==> src/rtl/scd_pkg.sv <==
package scd_pkg;

   localparam int CODE_W = 8;

   typedef enum logic {
      LM_LEVEL  = 1'b0,
      LM_TOGGLE = 1'b1
   } line_mode_e;

   typedef struct packed {
      logic [CODE_W-1:0] key;
      line_mode_e        mode;
      logic              inv;
   } line_cfg_t;

   typedef struct packed {
      logic              valid;
      logic [CODE_W-1:0] code;
      logic              rel;
   } key_ev_t;

   localparam int NUM_LINES = 7;

   // index: 0 power, 1 slider, 2 cover, 3 headphone, 4 lock, 5 focus, 6 shutter
   localparam line_cfg_t LINE_CFG [NUM_LINES] = '{
      '{key: 8'h01, mode: LM_LEVEL,  inv: 1'b0},
      '{key: 8'h3B, mode: LM_TOGGLE, inv: 1'b0},
      '{key: 8'h3D, mode: LM_TOGGLE, inv: 1'b0},
      '{key: 8'h40, mode: LM_TOGGLE, inv: 1'b1},
      '{key: 8'h3C, mode: LM_LEVEL,  inv: 1'b1},
      '{key: 8'h3E, mode: LM_LEVEL,  inv: 1'b1},
      '{key: 8'h3F, mode: LM_LEVEL,  inv: 1'b1}
   };

endpackage

==> src/rtl/scd_prefix.sv <==
module scd_prefix
   import scd_pkg::*;
#(
   parameter logic [CODE_W-1:0] PREFIX = 8'hE0
) (
   input  logic              clk,
   input  logic              rst_n,
   input  logic              in_valid,
   input  logic [CODE_W-1:0] in_byte,
   output key_ev_t           ev
);

   generate
      if (PREFIX[CODE_W-1] == 1'b0) begin : g_bad_prefix
         $error("scd_prefix: prefix byte must have its top bit set");
      end
   endgenerate

   logic ext_q;
   logic is_pfx;

   assign is_pfx = in_valid && !ext_q && (in_byte == PREFIX);

   always_ff @(posedge clk or negedge rst_n) begin
      if (!rst_n) begin
         ext_q <= 1'b0;
      end else if (in_valid) begin
         ext_q <= is_pfx;
      end
   end

   always_comb begin
      ev.valid = in_valid && !is_pfx;
      ev.code  = {ext_q, in_byte[CODE_W-2:0]};
      ev.rel   = in_byte[CODE_W-1];
   end

   // the armed flag lasts for exactly one following byte
   a_r1_prefix_consumed : assert property (@(posedge clk) disable iff (!rst_n)
      (ext_q && in_valid) |=> !ext_q);

   // a byte arriving with the flag armed yields an extended key event
   a_r1_ext_event : assert property (@(posedge clk) disable iff (!rst_n)
      (ext_q && in_valid) |-> (ev.valid && ev.code[CODE_W-1]));

endmodule

==> src/rtl/scd_line.sv <==
module scd_line
   import scd_pkg::*;
#(
   parameter logic [CODE_W-1:0] KEY  = 8'h01,
   parameter line_mode_e        MODE = LM_LEVEL,
   parameter logic              INV  = 1'b0
) (
   input  logic    clk,
   input  logic    rst_n,
   input  key_ev_t ev,
   output logic    line
);

   generate
      if (KEY[CODE_W-1] != 1'b0) begin : g_bad_key
         $error("scd_line: mapped key must lie in the plain code half");
      end
   endgenerate

   logic hit;
   logic state_q;

   assign hit = ev.valid && (ev.code == KEY);

   generate
      if (MODE == LM_TOGGLE) begin : g_toggle
         always_ff @(posedge clk or negedge rst_n) begin
            if (!rst_n) begin
               state_q <= 1'b0;
            end else if (hit && !ev.rel) begin
               state_q <= !state_q;
            end
         end

         // only a press of the own key may move the state
         a_r4_toggle_press_only : assert property (@(posedge clk) disable iff (!rst_n)
            !(hit && !ev.rel) |=> $stable(state_q));

         a_r5_toggle_flips : assert property (@(posedge clk) disable iff (!rst_n)
            (hit && !ev.rel) |=> (state_q != $past(state_q)));
      end else begin : g_level
         always_ff @(posedge clk or negedge rst_n) begin
            if (!rst_n) begin
               state_q <= 1'b0;
            end else if (hit) begin
               state_q <= !ev.rel;
            end
         end

         // the held level follows the last press or release
         a_r6_level_follows : assert property (@(posedge clk) disable iff (!rst_n)
            hit |=> (line == ($past(ev.rel) ^ !INV)));

         a_r9_level_idle : assert property (@(posedge clk) disable iff (!rst_n)
            !hit |=> $stable(line));
      end
   endgenerate

   assign line = state_q ^ INV;

endmodule

==> src/rtl/scd_stepper.sv <==
module scd_stepper
   import scd_pkg::*;
#(
   parameter int                       N_AXES    = 3,
   parameter logic [N_AXES*CODE_W-1:0] DOWN_KEYS = {8'h47, 8'h4B, 8'h4F},
   localparam int                      AXIS_W    = (N_AXES > 1) ? $clog2(N_AXES) : 1
) (
   input  logic              clk,
   input  logic              rst_n,
   input  key_ev_t           ev,
   output logic              step_valid,
   output logic [AXIS_W-1:0] step_axis,
   output logic              step_up,
   output logic              step_active
);

   generate
      if (N_AXES < 1) begin : g_bad_axes
         $error("scd_stepper: at least one axis is required");
      end
   endgenerate

   logic [N_AXES-1:0] hit_dn;
   logic [N_AXES-1:0] hit_up;

   genvar ga;
   generate
      for (ga = 0; ga < N_AXES; ga++) begin : g_axis
         localparam logic [CODE_W-1:0] DN = DOWN_KEYS[ga*CODE_W +: CODE_W];
         localparam logic [CODE_W-1:0] UP = DN + 8'd1;
         if (DN >= 8'h7F) begin : g_bad_axis_key
            $error("scd_stepper: axis key pair must lie in the plain code half");
         end
         assign hit_dn[ga] = ev.valid && (ev.code == DN);
         assign hit_up[ga] = ev.valid && (ev.code == UP);
      end
   endgenerate

   logic              any_hit;
   logic [AXIS_W-1:0] sel_axis;
   logic              sel_up;

   always_comb begin
      sel_axis = '0;
      sel_up   = 1'b0;
      for (int a = 0; a < N_AXES; a++) begin
         if (hit_dn[a] || hit_up[a]) begin
            sel_axis = AXIS_W'(a);
            sel_up   = hit_up[a];
         end
      end
   end

   assign any_hit = |{hit_dn, hit_up};

   always_ff @(posedge clk or negedge rst_n) begin
      if (!rst_n) begin
         step_valid  <= 1'b0;
         step_axis   <= '0;
         step_up     <= 1'b0;
         step_active <= 1'b0;
      end else begin
         step_valid <= any_hit;
         if (any_hit) begin
            step_axis   <= sel_axis;
            step_up     <= sel_up;
            step_active <= !ev.rel;
         end
      end
   end

   // a strobe exists only for an axis key seen one edge before
   a_r7_strobe_source : assert property (@(posedge clk) disable iff (!rst_n)
      !any_hit |=> !step_valid);

   a_r7_active_matches : assert property (@(posedge clk) disable iff (!rst_n)
      any_hit |=> (step_valid && (step_active == !$past(ev.rel))));

   a_r7_single_key : assert property (@(posedge clk) disable iff (!rst_n)
      $countones({hit_dn, hit_up}) <= 1);

endmodule

==> src/rtl/scd_top.sv <==
module scd_top
   import scd_pkg::*;
#(
   parameter logic [CODE_W-1:0] PREFIX_CODE = 8'hE0,
   parameter int                N_AXES      = 3,
   parameter logic [N_AXES*CODE_W-1:0] AXIS_DOWN_KEYS = {8'h47, 8'h4B, 8'h4F},
   localparam int               AXIS_W      = (N_AXES > 1) ? $clog2(N_AXES) : 1
) (
   input  logic              clk,
   input  logic              rst_n,
   input  logic              code_valid,
   input  logic [7:0]        code_byte,
   output logic              pwr_btn,
   output logic              slide_open,
   output logic              cover_open,
   output logic              hp_line,
   output logic              lock_n,
   output logic              focus_n,
   output logic              shutter_n,
   output logic              step_valid,
   output logic [AXIS_W-1:0] step_axis,
   output logic              step_up,
   output logic              step_active
);

   key_ev_t              ev;
   logic [NUM_LINES-1:0] lines;

   scd_prefix #(.PREFIX(PREFIX_CODE)) u_prefix (
      .clk      (clk),
      .rst_n    (rst_n),
      .in_valid (code_valid),
      .in_byte  (code_byte),
      .ev       (ev)
   );

   genvar gl;
   generate
      for (gl = 0; gl < NUM_LINES; gl++) begin : g_line
         scd_line #(
            .KEY  (LINE_CFG[gl].key),
            .MODE (LINE_CFG[gl].mode),
            .INV  (LINE_CFG[gl].inv)
         ) u_line (
            .clk   (clk),
            .rst_n (rst_n),
            .ev    (ev),
            .line  (lines[gl])
         );
      end
   endgenerate

   assign pwr_btn    = lines[0];
   assign slide_open = lines[1];
   assign cover_open = lines[2];
   assign hp_line    = lines[3];
   assign lock_n     = lines[4];
   assign focus_n    = lines[5];
   assign shutter_n  = lines[6];

   scd_stepper #(
      .N_AXES    (N_AXES),
      .DOWN_KEYS (AXIS_DOWN_KEYS)
   ) u_stepper (
      .clk         (clk),
      .rst_n       (rst_n),
      .ev          (ev),
      .step_valid  (step_valid),
      .step_axis   (step_axis),
      .step_up     (step_up),
      .step_active (step_active)
   );

   // a byte taken as prefix leaves every output untouched
   a_r1_prefix_silent : assert property (@(posedge clk) disable iff (!rst_n)
      (code_valid && !ev.valid) |=> ($stable(lines) && !step_valid));

   // idle cycles move no line
   a_r9_idle_stable : assert property (@(posedge clk) disable iff (!rst_n)
      !code_valid |=> ($stable(lines) && !step_valid));

endmodule

==> config.mk <==
export PLATFORM = sky130hd
export DESIGN_NAME = scd_top
export DESIGN_NICKNAME = d
export VERILOG_FILES = /design/src/rtl/scd_pkg.sv /design/src/rtl/scd_prefix.sv /design/src/rtl/scd_line.sv /design/src/rtl/scd_stepper.sv /design/src/rtl/scd_top.sv
export SDC_FILE = /design/constraint.sdc
export NUM_CORES = 1
export LEC_CHECK = 0
export ABC_CLOCK_PERIOD_IN_PS = 2000
export BUFFER_PORTS_ARGS = -buffer_cell sky130_fd_sc_hd__buf_2
export CAP_MARGIN = 20
export CORE_MARGIN = 5
export CORE_UTILIZATION = 51
export DETAILED_ROUTE_END_ITERATION = 7
export PLACE_DENSITY_LB_ADDON = 0.12
export SLEW_MARGIN = 30
export SYNTH_ARGS = -nofsm -noshare
export SYNTH_HDL_FRONTEND = slang
export SYNTH_HIERARCHICAL = 1
export SYNTH_SLANG_ARGS = --single-unit
==> constraint.sdc <==
create_clock -name clk -period 2 [get_ports clk]
set_input_delay 0.3 -clock clk [delete_from_list [all_inputs] [get_ports clk]]
set_output_delay 0.3 -clock clk [all_outputs]
set_load 0.005 [all_outputs]
==> impl_results.md <==
- RSZ-0062 raised after global routing: no
- CTS root buffer: clkbuf_4
- Most common cell in the netlist: dfrtp_1
- Switching share of power: 28.2%
- Antenna violations before repair: 0
- WL/cell: 13.1 um
- Worst Setup End Kind: register
- Slew of the pin with the lowest slew margin: 295 ps
- Die area: 2720 sq um
- CTS tree: built
- Via count: 777
- GP Congestion: 0.811
- Top Ports: 23
- Die height: 52.2 um
- ANT cells: 0
- Status: finished clean
- # nets final: 127
- Post-CTS setup buffer count: 0
- Top-area cell type share of the netlist area: between 30% and 40%
- Period Utilization, post-route: 90.2%
- Placed instance area: 1060 sq um
- Setup TNS: 0 ps
- Final WL: roughly 1800 um
- Synth top cells by count: dfrtp_1, buf_4, inv_1
- Register area share after synthesis: 35.9%
- Ys async rst share: 100%
- CP Data Arrival Time: ~2000 ps
- Tightest Hold Check Type: primary input to register
- Setup WS pre-CTS: -82.6 ps
- Worst setup margin: between 150 and 200 ps
- Logic pwr share: between 20% and 30%
- Synthesized Nets: 98
- CP peak stage delay: 570 ps
- EDFF count, synth: 0
- Highest Clock Rate: 0.554 GHz
- Min Hold Slack: a little over 300 ps
- Global-route wire length before repair: 3440 um
- Synthesis-stage register bit count: 13
- Critical path peak fanout: 4
- P_leak: approximately 0.51 nW
- Vias in the first global route: between 700 and 800
- Area Growth Syn to Fin: 20.4%
- # DRC: 0
- Mapped Area: 907 sq um
- Max_cap viols: 0
- Critical Path, Cell by Cell: buf_2 > or4b_1 > o31a_1 > nand4bb_1 > nor3_1 > a31oi_2 > mux2i_1
- Worst Setup Path Type: primary input to register
- Worst relative slew slack: between 80% and 90%
- Synthesis Warnings: 6
- Worst skew pair latency: 270 ps
- Post-layout util: between 60% and 70%
- Clock-pin slew on the worst setup and hold paths: 90 ps
- Layout Skew: 7.39 ps
- Post-Syn Area per Cell: 10.4 sq um
- Largest area contributor in the netlist: dfrtp_1
- H-tree levels: 1
- Total CTS buffers: 3
- P_int: 0.444 mW
- Final worst path period need: 1800 ps
- CP required: 2190 ps
- Most area-consuming cells after synthesis: dfrtp_1, buf_4, mux2i_1
- Drt initial violations: 10
- Die X: approximately 52 um
- Max Root-Sink Buffers: 2
- Worst path bufs/invs: 1
- Core Region: roughly 1700 sq um
- Total power draw: 0.619 mW
- Buffers on Ports: 22
- Cell variety after synth: 30
- Finished Layout Cells: 140
- Final instance area: 1090 sq um
- Post-detail-place hpwl: ~1400 um
- Post-Syn Instances: 87
- Most common flop cell mapped by yosys: dfrtp_1
- Total track usage: between 10% and 20%
- Sequential cell fraction of total power: 49.7%
- Sw power: 0.175 mW
- Slowest stage cell, crit path: or4b_1
- GRT overflow: 0
- First-pass DRT Iterations: 4
- Fillers: 146
- Largest net degree at the start of global routing: 15
- Dpl cells: 135
- Final Setup Violations: 0
- Sink Count: 13
- Power share of the clock group: 26.2%
- Rows: 15
- Hold Vio Cnt, Final: 0
- Delay-heaviest family, CP: simple AND/OR/NAND/NOR gates
- Slew Limit Fails: 0
- Via/cell ratio: roughly 5.6
- Peak VDD IR: 367 uV
- Antenna-violating nets left: 0
- Share of cells above drive strength 1: 40.0%
- PwrDens: 567 nW/um^2
- Initial core utilization: approximately 53%
- Worst Setup Start Kind: primary input
-- repair_timing --
action / CTS / global route
resized for setup: 0 / 0
hold buffers: 1 / 0
hold endpoints to repair: 13 / 0
-- state kept, by name (all words and copies together) (netlist names) --
name and flops:
g_line.u_line/line 3, g_line.u_line/state_q 4, u_prefix/ext_q 1, u_stepper/step_active 1
u_stepper/step_axis 2, u_stepper/step_up 1, u_stepper/step_valid 1
-- cell type report --
cell class / count / area [sq um] / area share (%)
sequential: 13 / 325 / 29.8
timing repair buffer: 33 / 195 / 17.9
tap: 25 / 31.3 / 2.86
clock buffer: 4 / 26.3 / 2.41
multi-input combinational: 57 / 484 / 44.3
inverter: 8 / 30.0 / 2.75
-- final timing paths --
check | from | to | slack (ps) | cells past startpoint
setup / recovery | code_byte[3] | u_stepper/step_active$_DFFE_PN0P_ | 200 | 7
hold / removal | code_valid | u_prefix/ext_q$_DFFE_PN0P_ | 310 | 3
setup reg to reg | u_prefix/ext_q$_DFFE_PN0P_ | u_stepper/step_axis[1]$_DFFE_PN0P_ | 340 | 5
hold reg to reg | g_line[1].u_line/line$_DFFE_PN0P_ | g_line[1].u_line/line$_DFFE_PN0P_ | 460 | 1
max in group asynchronous | rst_n | g_line[0].u_line/line$_DFFE_PN0P_ | 1330 | 2
min in group asynchronous | rst_n | u_prefix/ext_q$_DFFE_PN0P_ | 440 | 2
-- worst reg2reg max path: stages, from the launching register on --
cell,delay [ps]
dfrtp_1,420
buf_4,180
nand4bb_1,250
nor3_1,280
a31oi_2,180
a22o_1,250
-- placed cells by master (no fill, tap or decap), types with 4 or more instances in the layout --
cell type and n:
nand4b_1 4, nor2_1 4, buf_2 22, inv_1 8, mux2i_1 5, nor4_2 4, buf_4 10, dfrtp_1 13
nand2_1 5, nand4bb_1 4
-- kinds of logic (layout without fill, tap and decap cells) --
| kind of cell | count (synthesis) | in the layout | synth area share [%] |
|---|---|---|---|
| buffers and inverters | 17 | 45 | 10.8 |
| XOR/XNOR | 3 | 3 | 2.90 |
| multiplexers | 6 | 6 | 6.76 |
| AO/OA/AOI/OAI | 10 | 10 | 9.65 |
| AND/OR/NAND/NOR | 38 | 38 | 34.1 |
| flip-flops | 13 | 13 | 35.9 |
-- power by group through the flow --
stage	sequential, mW	combinational [mW]	clock [mW]
finish	0.307	0.150	0.162
global route	0.312	0.171	0.183
CTS	0.308	0.152	0.171
detailed placement	0.313	0.150	0
global placement	0.313	0.147	0
floorplan	0.316	0.0837	0
-- layer usage --
metal | global-route usage [%] | wire length (um) | vias up
met5 | 0 | 0 | -
met4 | 6.81 | 17 | 0
met3 | 2.56 | 86 | 2
met2 | 28.2 | 876 | 18
met1 | 21.5 | 857 | 385
li1 | - | - | 372
No activity file was read; power rests on OpenSTA's default activity.
